==> src/rtl/spi_fifo_pkg.sv <==
package spi_fifo_pkg;
  localparam logic [3:0] A_CTRL    = 4'd0;
  localparam logic [3:0] A_TXDATA  = 4'd1;
  localparam logic [3:0] A_RXDATA  = 4'd2;
  localparam logic [3:0] A_TXLVL   = 4'd3;
  localparam logic [3:0] A_RXLVL   = 4'd4;
  localparam logic [3:0] A_STATUS  = 4'd5;
  localparam logic [3:0] A_TXTHR   = 4'd6;
  localparam logic [3:0] A_RXTHR   = 4'd7;
  localparam logic [3:0] A_MASK    = 4'd8;
  localparam logic [3:0] A_RAW     = 4'd9;
  localparam logic [3:0] A_STAT    = 4'd10;
  localparam logic [3:0] A_CLR     = 4'd11;
  localparam logic [3:0] A_DMACTL  = 4'd12;
  localparam logic [3:0] A_TXDTHR  = 4'd13;
  localparam logic [3:0] A_RXDTHR  = 4'd14;

  localparam int NIRQ    = 5;
  localparam int IRQ_TXE = 0;
  localparam int IRQ_TXO = 1;
  localparam int IRQ_RXU = 2;
  localparam int IRQ_RXO = 3;
  localparam int IRQ_RXF = 4;

  localparam int CLR_ALL = 0;
  localparam int CLR_RXU = 1;
  localparam int CLR_RXO = 2;
  localparam int CLR_TXO = 3;

  typedef struct packed {
    logic rx_full;
    logic rx_empty;
    logic tx_empty;
    logic tx_full;
    logic busy;
  } status_t;
endpackage

==> src/rtl/spi_fifo_buf.sv <==
module spi_fifo_buf #(
  parameter int DW = 16,
  parameter int AW = 3
) (
  input  logic          clk_i,
  input  logic          rst_ni,
  input  logic          flush_i,
  input  logic          push_i,
  input  logic [DW-1:0] wdata_i,
  input  logic          pop_i,
  output logic [DW-1:0] rdata_o,
  output logic [AW:0]   level_o,
  output logic          full_o,
  output logic          empty_o
);
  localparam int DEPTH = 1 << AW;
  localparam int LW    = AW + 1;

  logic [DW-1:0] mem_q [DEPTH];
  logic [AW-1:0] wr_q, rd_q;
  logic [LW-1:0] cnt_q;
  logic          do_push, do_pop;

  assign full_o  = (cnt_q == LW'(DEPTH));
  assign empty_o = (cnt_q == '0);
  assign do_push = push_i & ~full_o;
  assign do_pop  = pop_i & ~empty_o;
  assign rdata_o = mem_q[rd_q];
  assign level_o = cnt_q;

  always_ff @(posedge clk_i or negedge rst_ni) begin
    if (!rst_ni) begin
      wr_q  <= '0;
      rd_q  <= '0;
      cnt_q <= '0;
    end else if (flush_i) begin
      wr_q  <= '0;
      rd_q  <= '0;
      cnt_q <= '0;
    end else begin
      if (do_push) wr_q <= wr_q + AW'(1);
      if (do_pop)  rd_q <= rd_q + AW'(1);
      case ({do_push, do_pop})
        2'b10:   cnt_q <= cnt_q + LW'(1);
        2'b01:   cnt_q <= cnt_q - LW'(1);
        default: cnt_q <= cnt_q;
      endcase
    end
  end

  always_ff @(posedge clk_i) begin
    if (do_push && !flush_i) mem_q[wr_q] <= wdata_i;
  end

  AST_LEVEL_MAX: assert property (@(posedge clk_i) disable iff (!rst_ni)
    cnt_q <= LW'(DEPTH));
  AST_FLUSH_EMPTY: assert property (@(posedge clk_i) disable iff (!rst_ni)
    flush_i |=> (level_o == '0));
  AST_FULL_DROP: assert property (@(posedge clk_i) disable iff (!rst_ni)
    (full_o && push_i && !pop_i && !flush_i) |=> full_o);
endmodule

==> src/rtl/spi_fifo_irq.sv <==
module spi_fifo_irq
  import spi_fifo_pkg::*;
#(
  parameter int AW = 3
) (
  input  logic            clk_i,
  input  logic            rst_ni,
  input  logic [AW:0]     tx_lvl_i,
  input  logic [AW:0]     rx_lvl_i,
  input  logic [AW-1:0]   tx_thr_i,
  input  logic [AW-1:0]   rx_thr_i,
  input  logic [NIRQ-1:0] mask_i,
  input  logic [3:0]      clr_i,
  input  logic            txo_evt_i,
  input  logic            rxu_evt_i,
  input  logic            rxo_evt_i,
  output logic [NIRQ-1:0] raw_o,
  output logic [NIRQ-1:0] stat_o,
  output logic            irq_o
);
  logic txo_q, rxu_q, rxo_q;
  logic clr_txo, clr_rxu, clr_rxo;

  assign clr_txo = clr_i[CLR_ALL] | clr_i[CLR_TXO];
  assign clr_rxu = clr_i[CLR_ALL] | clr_i[CLR_RXU];
  assign clr_rxo = clr_i[CLR_ALL] | clr_i[CLR_RXO];

  // a new event in the same cycle as a clear wins
  always_ff @(posedge clk_i or negedge rst_ni) begin
    if (!rst_ni) begin
      txo_q <= 1'b0;
      rxu_q <= 1'b0;
      rxo_q <= 1'b0;
    end else begin
      txo_q <= txo_evt_i | (txo_q & ~clr_txo);
      rxu_q <= rxu_evt_i | (rxu_q & ~clr_rxu);
      rxo_q <= rxo_evt_i | (rxo_q & ~clr_rxo);
    end
  end

  always_comb begin
    raw_o          = '0;
    raw_o[IRQ_TXE] = (tx_lvl_i <= {1'b0, tx_thr_i});
    raw_o[IRQ_TXO] = txo_q;
    raw_o[IRQ_RXU] = rxu_q;
    raw_o[IRQ_RXO] = rxo_q;
    raw_o[IRQ_RXF] = (rx_lvl_i > {1'b0, rx_thr_i});
  end

  assign stat_o = raw_o & mask_i;
  assign irq_o  = |stat_o;

  AST_TXO_SET: assert property (@(posedge clk_i) disable iff (!rst_ni)
    txo_evt_i |=> raw_o[IRQ_TXO]);
  AST_RXO_SET: assert property (@(posedge clk_i) disable iff (!rst_ni)
    rxo_evt_i |=> raw_o[IRQ_RXO]);
  AST_RXU_CLR: assert property (@(posedge clk_i) disable iff (!rst_ni)
    (clr_rxu && !rxu_evt_i) |=> !raw_o[IRQ_RXU]);
  AST_TXO_HOLD: assert property (@(posedge clk_i) disable iff (!rst_ni)
    (raw_o[IRQ_TXO] && !clr_txo) |=> raw_o[IRQ_TXO]);
  AST_MASK_OFF: assert property (@(posedge clk_i) disable iff (!rst_ni)
    (mask_i == '0) |-> !irq_o);
endmodule

==> src/rtl/spi_fifo_dma.sv <==
module spi_fifo_dma #(
  parameter int AW = 3
) (
  input  logic          en_i,
  input  logic          tx_dma_en_i,
  input  logic          rx_dma_en_i,
  input  logic [AW:0]   tx_lvl_i,
  input  logic [AW:0]   rx_lvl_i,
  input  logic [AW-1:0] tx_thr_i,
  input  logic [AW-1:0] rx_thr_i,
  output logic          tx_req_o,
  output logic          rx_req_o
);
  assign tx_req_o = en_i & tx_dma_en_i & (tx_lvl_i <= {1'b0, tx_thr_i});
  assign rx_req_o = en_i & rx_dma_en_i & (rx_lvl_i >  {1'b0, rx_thr_i});
endmodule

==> src/rtl/spi_fifo_irq_top.sv <==
module spi_fifo_irq_top
  import spi_fifo_pkg::*;
#(
  parameter int DW = 16,
  parameter int AW = 3
) (
  input  logic          clk_i,
  input  logic          rst_ni,
  input  logic          reg_we_i,
  input  logic          reg_re_i,
  input  logic [3:0]    reg_addr_i,
  input  logic [DW-1:0] reg_wdata_i,
  output logic [DW-1:0] reg_rdata_o,
  input  logic          eng_tx_pop_i,
  output logic          eng_tx_valid_o,
  output logic [DW-1:0] eng_tx_data_o,
  input  logic          eng_rx_push_i,
  input  logic [DW-1:0] eng_rx_data_i,
  input  logic          eng_busy_i,
  output logic          irq_o,
  output logic          tx_dma_req_o,
  output logic          rx_dma_req_o
);
  localparam int LW = AW + 1;

  logic            en_q;
  logic [AW-1:0]   tx_thr_q, rx_thr_q, txd_thr_q, rxd_thr_q;
  logic [NIRQ-1:0] mask_q;
  logic [1:0]      dmac_q;

  logic [LW-1:0]   tx_lvl, rx_lvl;
  logic            tx_full, tx_empty, rx_full, rx_empty;
  logic [DW-1:0]   tx_head, rx_head;
  logic            tx_push_req, rx_pop_req, thr_wr_ok;
  logic [3:0]      clr_cmd;
  logic [NIRQ-1:0] raw, stat;
  status_t         status;

  assign tx_push_req = reg_we_i & (reg_addr_i == A_TXDATA);
  assign rx_pop_req  = reg_re_i & (reg_addr_i == A_RXDATA);
  assign thr_wr_ok   = reg_we_i & ~en_q;
  assign clr_cmd     = (reg_we_i && reg_addr_i == A_CLR) ? reg_wdata_i[3:0] : 4'b0;

  always_ff @(posedge clk_i or negedge rst_ni) begin
    if (!rst_ni) begin
      en_q      <= 1'b0;
      tx_thr_q  <= '0;
      rx_thr_q  <= '0;
      txd_thr_q <= '0;
      rxd_thr_q <= '0;
      mask_q    <= '0;
      dmac_q    <= '0;
    end else begin
      if (reg_we_i && reg_addr_i == A_CTRL)   en_q   <= reg_wdata_i[0];
      if (reg_we_i && reg_addr_i == A_MASK)   mask_q <= reg_wdata_i[NIRQ-1:0];
      if (reg_we_i && reg_addr_i == A_DMACTL) dmac_q <= reg_wdata_i[1:0];
      // thresholds are frozen while enabled; upper bits are not stored
      if (thr_wr_ok && reg_addr_i == A_TXTHR)  tx_thr_q  <= reg_wdata_i[AW-1:0];
      if (thr_wr_ok && reg_addr_i == A_RXTHR)  rx_thr_q  <= reg_wdata_i[AW-1:0];
      if (thr_wr_ok && reg_addr_i == A_TXDTHR) txd_thr_q <= reg_wdata_i[AW-1:0];
      if (thr_wr_ok && reg_addr_i == A_RXDTHR) rxd_thr_q <= reg_wdata_i[AW-1:0];
    end
  end

  spi_fifo_buf #(.DW(DW), .AW(AW)) i_tx_fifo (
    .clk_i   (clk_i),
    .rst_ni  (rst_ni),
    .flush_i (~en_q),
    .push_i  (en_q & tx_push_req),
    .wdata_i (reg_wdata_i),
    .pop_i   (en_q & eng_tx_pop_i),
    .rdata_o (tx_head),
    .level_o (tx_lvl),
    .full_o  (tx_full),
    .empty_o (tx_empty)
  );

  spi_fifo_buf #(.DW(DW), .AW(AW)) i_rx_fifo (
    .clk_i   (clk_i),
    .rst_ni  (rst_ni),
    .flush_i (~en_q),
    .push_i  (en_q & eng_rx_push_i),
    .wdata_i (eng_rx_data_i),
    .pop_i   (en_q & rx_pop_req),
    .rdata_o (rx_head),
    .level_o (rx_lvl),
    .full_o  (rx_full),
    .empty_o (rx_empty)
  );

  spi_fifo_irq #(.AW(AW)) i_irq (
    .clk_i     (clk_i),
    .rst_ni    (rst_ni),
    .tx_lvl_i  (tx_lvl),
    .rx_lvl_i  (rx_lvl),
    .tx_thr_i  (tx_thr_q),
    .rx_thr_i  (rx_thr_q),
    .mask_i    (mask_q),
    .clr_i     (clr_cmd),
    .txo_evt_i (en_q & tx_push_req & tx_full),
    .rxu_evt_i (en_q & rx_pop_req & rx_empty),
    .rxo_evt_i (en_q & eng_rx_push_i & rx_full),
    .raw_o     (raw),
    .stat_o    (stat),
    .irq_o     (irq_o)
  );

  spi_fifo_dma #(.AW(AW)) i_dma (
    .en_i        (en_q),
    .tx_dma_en_i (dmac_q[1]),
    .rx_dma_en_i (dmac_q[0]),
    .tx_lvl_i    (tx_lvl),
    .rx_lvl_i    (rx_lvl),
    .tx_thr_i    (txd_thr_q),
    .rx_thr_i    (rxd_thr_q),
    .tx_req_o    (tx_dma_req_o),
    .rx_req_o    (rx_dma_req_o)
  );

  assign status.busy     = en_q & (eng_busy_i | ~tx_empty);
  assign status.tx_full  = tx_full;
  assign status.tx_empty = tx_empty;
  assign status.rx_empty = rx_empty;
  assign status.rx_full  = rx_full;

  assign eng_tx_valid_o = ~tx_empty;
  assign eng_tx_data_o  = tx_head;

  always_comb begin
    reg_rdata_o = '0;
    case (reg_addr_i)
      A_CTRL:   reg_rdata_o = DW'(en_q);
      A_RXDATA: reg_rdata_o = rx_empty ? '0 : rx_head;
      A_TXLVL:  reg_rdata_o = DW'(tx_lvl);
      A_RXLVL:  reg_rdata_o = DW'(rx_lvl);
      A_STATUS: reg_rdata_o = DW'(status);
      A_TXTHR:  reg_rdata_o = DW'(tx_thr_q);
      A_RXTHR:  reg_rdata_o = DW'(rx_thr_q);
      A_MASK:   reg_rdata_o = DW'(mask_q);
      A_RAW:    reg_rdata_o = DW'(raw);
      A_STAT:   reg_rdata_o = DW'(stat);
      A_DMACTL: reg_rdata_o = DW'(dmac_q);
      A_TXDTHR: reg_rdata_o = DW'(txd_thr_q);
      A_RXDTHR: reg_rdata_o = DW'(rxd_thr_q);
      default:  reg_rdata_o = '0;
    endcase
  end

  AST_THR_FROZEN: assert property (@(posedge clk_i) disable iff (!rst_ni)
    en_q |=> $stable(rx_thr_q));
  AST_UFLOW_ZERO: assert property (@(posedge clk_i) disable iff (!rst_ni)
    (rx_pop_req && rx_empty) |-> (reg_rdata_o == '0));
  AST_TX_DMA_FULL: assert property (@(posedge clk_i) disable iff (!rst_ni)
    (tx_full && txd_thr_q != '1) |-> !tx_dma_req_o);
  AST_RX_DMA_EMPTY: assert property (@(posedge clk_i) disable iff (!rst_ni)
    rx_empty |-> !rx_dma_req_o);
  AST_OFF_EMPTY: assert property (@(posedge clk_i) disable iff (!rst_ni)
    !en_q |=> (!eng_tx_valid_o || en_q));
endmodule

==> config.mk <==
export PLATFORM = sky130hd
export DESIGN_NAME = spi_fifo_irq_top
export DESIGN_NICKNAME = d
export VERILOG_FILES = /design/src/rtl/spi_fifo_pkg.sv /design/src/rtl/spi_fifo_buf.sv /design/src/rtl/spi_fifo_irq.sv /design/src/rtl/spi_fifo_dma.sv /design/src/rtl/spi_fifo_irq_top.sv
export SDC_FILE = /design/constraint.sdc
export NUM_CORES = 1
export LEC_CHECK = 0
export CAP_MARGIN = 20
export CORE_MARGIN = 3
export CORE_UTILIZATION = 40
export CTS_BUF_LIST = sky130_fd_sc_hd__clkbuf_2 sky130_fd_sc_hd__clkbuf_4 sky130_fd_sc_hd__clkbuf_8
export CTS_CLUSTER_DIAMETER = 30
export DETAILED_ROUTE_END_ITERATION = 8
export PLACE_DENSITY = 0.64
export SETUP_SLACK_MARGIN = 0.3
export SLEW_MARGIN = 40
export SYNTH_ARGS = -nofsm -noshare
export SYNTH_HDL_FRONTEND = slang
export SYNTH_SLANG_ARGS = --single-unit
==> constraint.sdc <==
create_clock -name clk_i -period 4 [get_ports clk_i]
set_input_delay 0.8 -clock clk_i [delete_from_list [all_inputs] [get_ports clk_i]]
set_output_delay 0.8 -clock clk_i [all_outputs]
set_load 0.02 [all_outputs]
# [Word level (Yosys, flattened, before mapping)]
# Memory sizes are Yosys's and may differ from the RTL's.
# Index checks and enable logic that the tools add are counted.
[totals] memories=2 inputBits=43 ramBits=256 elab_cells=127 out_inout_bits=36 reg_bits=43
[op_classes] n_lt_le_gt_ge=4 eq_ne=26 reduce_logical=14 add_sub_neg=8 bitwise=38 muxes=19
[memory_table] name="i_rx_fifo.mem_q" depth=8 width=16 read_ports=1 rd_ports_with_merged_regs=0 wr=1 line="spi_fifo_buf.sv:19" text="logic [DW-1:0] mem_q [DEPTH];"
[memory_table] name="i_tx_fifo.mem_q" depth=8 width=16 read_ports=1 rd_ports_with_merged_regs=0 wr=1 line="spi_fifo_buf.sv:19"
[op_table] cell="one-hot mux 16 bit (13 select lines)" count=1
[op_table] cell="equality test 4 bit (second input constant)" count=9
[op_table] cell="two-way mux 3 bit" count=8
[op_table] cell="AND 1 bit" count=22
[op_table] cell="equality test 4 x 3 -> 1 bit (second input constant)" count=4
[op_table] cell="two-way mux 16 bit" count=1
[op_table] cell="one-hot mux 4 bit (2 select lines)" count=2
[op_table] cell="adder 3 x 1 -> 3 bit (second input constant)" count=4
[op_table] cell="zero test 4 bit" count=3
[op_table] cell="two-way mux 4 bit" count=3
[op_table] cell="logical AND 1 bit" count=10
[op_table] cell="adder 4 x 1 -> 4 bit (second input constant)" count=2
[op_table] cell="equality test 4 x 2 -> 1 bit (second input constant)" count=2
[op_table] cell="> comparator 4 x 3 -> 1 bit" count=2
[op_table] cell="less-or-equal comparator 4 x 3 -> 1 bit" count=2
[op_table] cell="!= test 2 x 1 -> 1 bit (second input constant)" count=4
[op_table] cell="NOT 1 bit" count=8
[op_table] cell="subtractor 4 x 1 -> 4 bit (second input constant)" count=2
[op_table] cell="OR 1 bit" count=7
[op_table] cell="!= test 3 x 1 -> 1 bit (second input constant)" count=2
[op_table] cell="AND 5 bit" count=1
[op_table] cell="OR reduction 5 bit" count=1
[op_table] cell="equality test 2 x 1 -> 1 bit (second input constant)" count=2
[op_table] cell="equality test 2 bit (second input constant)" count=2
[op_table] cell="2 further kinds" count=5

# [Longest topological paths before layout]
[logic_depth] ltp_word=7 depth_mapped=11 mapped_depth_nobuf=9

# [Cells and area by module]
# Synthesis repeated with hierarchy kept, for this count alone.
[hier_totals] hier_cells=745 area_unflattened_um2=13022.5
[by_module_without_submodules] mod="spi_fifo_buf" instances=2 area_per_inst_um2=5509.0 seq_area_each_um2=4093.9 cells_each=263
[by_module_without_submodules] mod="spi_fifo_irq_top" instances=1 area_per_inst_um2=1467.7 seq_area_each_um2=500.5 cells_each=149
[by_module_without_submodules] mod="spi_fifo_irq" instances=1 area_per_inst_um2=366.6 seq_area_each_um2=75.1 cells_each=46
[by_module_without_submodules] mod="spi_fifo_dma" instances=1 area_per_inst_um2=170.2 seq_area_each_um2=0.0 cells_each=24

# [Worst setup path after synthesis]
# OpenSTA, ideal clock, no wires.
[synth_path] path_type="input port to flip-flop" start="in reg_addr_i[0]" end="mem i_tx_fifo.mem_q[2][0] (enable)" required_time_ns=3.564 setup_time_ns=0.436 stages=5 path_buffers=2 t_arrival_ns=3.564 path_slack_ns=0.000 cell_sequence="buf_2 -> nor2b_1 -> clkbuf_1 -> nand4_1 -> nor4b_1"
[synth_via] elab_chain_len=7
[synth_rtl] element="from (decl)" line="spi_fifo_irq_top.sv:11" text="input logic [3:0] reg_addr_i,"
[synth_rtl] element="equality test 4 x 1 -> 1 bit" line="spi_fifo_irq_top.sv:39" text="assign tx_push_req = reg_we_i & (reg_addr_i == A_TXDATA);"
[synth_rtl] element="AND 1 bit" line="spi_fifo_irq_top.sv:39"
[synth_rtl] element="AND 1 bit" line="spi_fifo_irq_top.sv:69" text=".push_i (en_q & tx_push_req),"
[synth_rtl] element="AND 1 bit" line="spi_fifo_buf.sv:26" text="assign do_push = push_i & ~full_o;"
[synth_rtl] element="logical AND 1 bit" line="spi_fifo_buf.sv:52" text="if (do_push && !flush_i) mem_q[wr_q] <= wdata_i;"
[synth_rtl] element="two-way mux 1 bit" line="spi_fifo_buf.sv:52"
[synth_rtl] element="two-way mux 1 bit (implied by the code)" line="spi_fifo_buf.sv:52"
[synth_rtl] element="to (decl)" line="spi_fifo_buf.sv:19"
# No other way between the ends.

# [Worst setup path in the final report]
[layout_path] start="in reg_addr_i[0]" end="out reg_rdata_o[1]"
[layout_via] elab_chain_len=2 word_cells_on_any_way=14 classes_between="eq/ne (12); mux (1); reduce/logical (1)"
[layout_rtl] element="equality test 4 bit, or another cell as far along" line="spi_fifo_irq_top.sv:131" text="case (reg_addr_i)"
[layout_rtl] element="one-hot mux 16 bit (13 select lines) (*)" line="spi_fifo_irq_top.sv:131"
[layout_rtl] element="to (decl)" line="spi_fifo_irq_top.sv:13" text="output logic [DW-1:0] reg_rdata_o,"
# Mark *: on every way between the ends. The rest lies on a longest branch, timed or not.

==> metrics.txt <==
worst slack on hold paths=0.235 ns; count of clock tree sinks=299; Post-Syn Nets=799; number of antenna violations at the first check in global routing=2; startpoint-to-endpoint class of the critical path=input port to output port; area fraction of the dominant cell type after synthesis=60.3%; Layout Skew=0.0319 ns; Root Buffer=sky130_fd_sc_hd__clkbuf_8; max-cap check violation count=0; num ports=79; number of cells in the finished layout apart from fillers=1328; largest net degree at the start of global routing=44; overall die area=34100 µm²; Pins Over Slew Limit=0; net switching component of the power=1.69 mW; count of buffers added by post-CTS timing repair for setup=0; clock network power share=45.2%; routed length on met2=13100 µm; parity-gate share of the synthesized area counting xor and xnor cells=0.893%; setup repair after global routing missed its margin=true; Worst slew margin=46.3%; most frequent cell on the critical path=sky130_fd_sc_hd__clkdlybuf4s50_1; arrival time of data at the critical path endpoint=2.86 ns; EDFF count, synth=256; worst IR drop on VDD=0.299 mV; routed via count divided by cell count=5.42; internal power contribution=5.89 mW; final cycle utilization of the critical path=91.5%; Combinational Power Share=7.5%; Die X-Extent=185 µm; delay-heaviest family, CP=buffers and inverters; final setup violation count=0; area added between synthesis and finish=23.5%; die extent in y=185 µm; Bufs and invs on worst path=3; share of the synthesized area in compound gates (AO/OA/AOI/OAI)=4.28%; asr flop ratio synth=14.4%; mean area per synthesized cell=17.3 µm²; insertion delay to the later sink of the worst-skew pair=0.58 ns; Hold Fails Final Rpt=0; Power, Total=7.58 mW; antenna diode instance count=0; critical path required time=3.20 ns; sequential share of the synthesized area=68.7%; most used standard cell by instance count after synthesis=sky130_fd_sc_hd__edfxtp_1; largest family of logic cells by synthesized area=multiplexers; longest individual stage delay on the worst path=0.66 ns; Core ar.=31000 µm²; Clock H-tree levels=2; TritonCTS clock tree=yes; Min Clock Period, post-route=3.66 ns; Worst Setup Start Kind=input port; number of DRC violations after detailed routing=0; maximum root-to-sink buffer count=3; total half-perimeter wirelength after legalization and detailed placement=16900 µm; top fanout value on the critical path=10; post-CTS sizing=17; cell count after placement=1215; share of final-layout standard cells stronger than drive strength 1=30.2%; residual overflow from global routing=0; area post-placement=14300 µm²; CP Capture Type=output port; switching power share of the total=22.3%; critical path, cell by cell=clkdlybuf4s50_1, nor2b_2, buf_12, a32oi_1, o21ai_0, nand2_1, o2111ai_1, clkdlybuf4s50_1; area used by sequential logic in the layout=8780 µm²; Buffers on Ports=78; Detailed Route Iter0 Violations=498; Non-Filler Cell Area, Final=15700 µm²; via count of the first global-routing pass=7424; starting utilization of the core area=41.1%; number of clock buffers inserted by TritonCTS=60; Max Clk Rate=0.273 GHz; Simple-Gate Fraction of Synth Area=6.25%; placer congestion estimate=0.861; number of register bits inferred by synthesis=299; status=finished, final reports clean; power density normalized to cell area=482 nW/µm²; Commonest cells post-synth=256 x sky130_fd_sc_hd__edfxtp_1, 64 x sky130_fd_sc_hd__mux4_2, 43 x sky130_fd_sc_hd__dfrtp_1, 37 x sky130_fd_sc_hd__nand2_1, 34 x sky130_fd_sc_hd__mux2_2; slowest stage cell, crit path=sky130_fd_sc_hd__clkdlybuf4s50_1; top layer reached by signal wires=met5; Cell Area, Synth=12800 µm²; Yosys Warn Count=0; Least-Margin Pin Slew=0.802 ns; adder-cell area share of the yosys netlist=1.86%; global-route wire length before repair=42800 µm; # nets final=943; overall fraction of global-route tracks in use=16.2%; number of nets with antenna violations after routing=0; number of distinct standard cells referenced by the synthesized netlist=64; dominant cells by area after synthesis=sky130_fd_sc_hd__edfxtp_1 60%, sky130_fd_sc_hd__mux4_2 11%, sky130_fd_sc_hd__dfrtp_1 8.4%; length of the first detailed-routing pass in iterations=6; Via Count=7192; total routed wirelength=27300 µm; sum of met3 wire segment lengths after detailed routing=1610 µm; most instantiated flip-flop cell in the synthesis netlist=sky130_fd_sc_hd__edfxtp_1; Reg power frac=47.3%; worst min path class=input port to asynchronous set/reset pin; count of hold-fix buffers inserted at cts=0; clock slew at the register clock pins of the worst setup and hold paths=0.05 ns; setup total negative slack=0 ns; area leader, netlist=sky130_fd_sc_hd__edfxtp_1; fraction of synthesized area in multiplexers=16.1%; area used by multi-input combinational logic=3860 µm²; total routed wire length on the met1 layer=11900 µm; number of placement rows=64; routed len/inst=20.5 µm; leakage power summed over all cells=5.38 nW; Filler Cells Inserted=2537; cell count after synthesis=737
==> placed cells by master (no fill, tap or decap), types with 5 or more instances in the layout <==
cell type	Yosys	final
sky130_fd_sc_hd__mux2_2	34	34
sky130_fd_sc_hd__bufinv_16	0	9
sky130_fd_sc_hd__nor3_1	13	6
sky130_fd_sc_hd__buf_4	0	43
sky130_fd_sc_hd__clkinv_2	0	9
sky130_fd_sc_hd__nand2b_1	7	7
sky130_fd_sc_hd__clkbuf_8	0	61
sky130_fd_sc_hd__a31oi_1	5	5
sky130_fd_sc_hd__and2_1	10	10
sky130_fd_sc_hd__o21ai_0	18	18
sky130_fd_sc_hd__ha_1	19	19
sky130_fd_sc_hd__nand4_1	5	5
sky130_fd_sc_hd__clkinv_1	0	13
sky130_fd_sc_hd__clkdlybuf4s50_1	0	71
sky130_fd_sc_hd__nand2_1	37	37
sky130_fd_sc_hd__clkbuf_4	0	13
sky130_fd_sc_hd__mux4_2	64	64
sky130_fd_sc_hd__nor3_2	0	7
sky130_fd_sc_hd__mux2i_1	22	20
sky130_fd_sc_hd__inv_1	12	12
sky130_fd_sc_hd__xnor2_1	11	11
sky130_fd_sc_hd__dfrtp_1	43	34
sky130_fd_sc_hd__nor2b_1	11	9
sky130_fd_sc_hd__clkinvlp_4	0	6
sky130_fd_sc_hd__edfxtp_1	256	256
sky130_fd_sc_hd__dfrtp_2	0	8
sky130_fd_sc_hd__a21oi_1	13	13
sky130_fd_sc_hd__nand3_1	14	14
sky130_fd_sc_hd__nor2_1	30	29
==> stage by stage <==
stage	setup WS [ns]	utilization, %
global placement	0.236	46.2
CTS	0.263	50.7
floorplan	0.528	-
global route	0.240	50.8
detailed placement	0.210	46.2
finish	0.338	50.8
==> kinds of logic (layout without fill, tap and decap cells) <==
group / count (synthesis) / count (layout)
AO/OA/AOI/OAI: 78 / 78
XOR/XNOR: 13 / 13
adder cells (fa/ha/maj): 19 / 19
buffers and inverters: 56 / 251
flip-flops: 299 / 299
multiplexers: 121 / 121
AND/OR/NAND/NOR: 151 / 151
==> power groups by stage <==
stage	clock network (mW)	logic (mW)	registers, mW
global route	3.69	0.627	3.60
floorplan	0	0.338	3.59
detailed placement	0	0.565	3.65
global placement	0	0.559	3.64
CTS	3.53	0.570	3.58
finish	3.43	0.568	3.59
==> worst register-to-register path, delay by kind of cell, from the launching register on <==
kind	cells	cell delay, ns
simple gates	3	0.70
fa+ha+maj	1	0.32
flops	1	0.70
compound gates	5	0.81
==> registers in the layout, indices dropped and copies added (netlist names), 2 cells and up <==
register / flops
tx_thr_q: 3
mask_q: 5
i_tx_fifo.mem_q: 128
i_rx_fifo.mem_q: 128
i_tx_fifo.wr_q: 3
dmac_q: 2
i_rx_fifo.rd_q: 3
i_rx_fifo.wr_q: 3
rx_thr_q: 3
i_tx_fifo.rd_q: 3
i_rx_fifo.level_o: 4
rxd_thr_q: 3
i_tx_fifo.level_o: 4
txd_thr_q: 3
==> metal layers <==
metal | up-vias | GRT usage [%]
met2 | 217 | 26.3
met5 | - | 0
li1 | 3258 | -
met4 | 4 | 5.02
met1 | 3660 | 22.1
met3 | 53 | 3.63
==> final cells by class <==
| cell class | count | share of cell area, % |
|---|---|---|
| repair buffers | 126 | 7.60 |
| clock buffers | 74 | 5.95 |
| clock inverters | 39 | 2.74 |
| flip-flops and latches | 299 | 55.7 |
| inverters | 12 | 0.286 |
| multi-input cells | 382 | 24.5 |
| well taps | 396 | 3.15 |
==> final timing paths <==
check                                 startpoint                          endpoint  slack [ns]  cells past startpoint
hold reg to reg            mask_q[2]$_DFFE_PN0P_             mask_q[2]$_DFFE_PN0P_        0.55                      1
setup reg to reg                en_q$_DFFE_PN0P_  i_rx_fifo.level_o[3]$_DFFE_PN0P_        1.34                      9
min in group clk_i         mask_q[2]$_DFFE_PN0P_             mask_q[2]$_DFFE_PN0P_        0.55                      1
setup / recovery                   reg_addr_i[0]                    reg_rdata_o[1]        0.34                      8
max in group asynchronous                 rst_ni     i_tx_fifo.rd_q[0]$_DFFE_PN0P_        3.30                      1
hold / removal                            rst_ni          rxd_thr_q[0]$_DFFE_PN0P_        0.23                      1
Power figures use the tool's default switching activity.
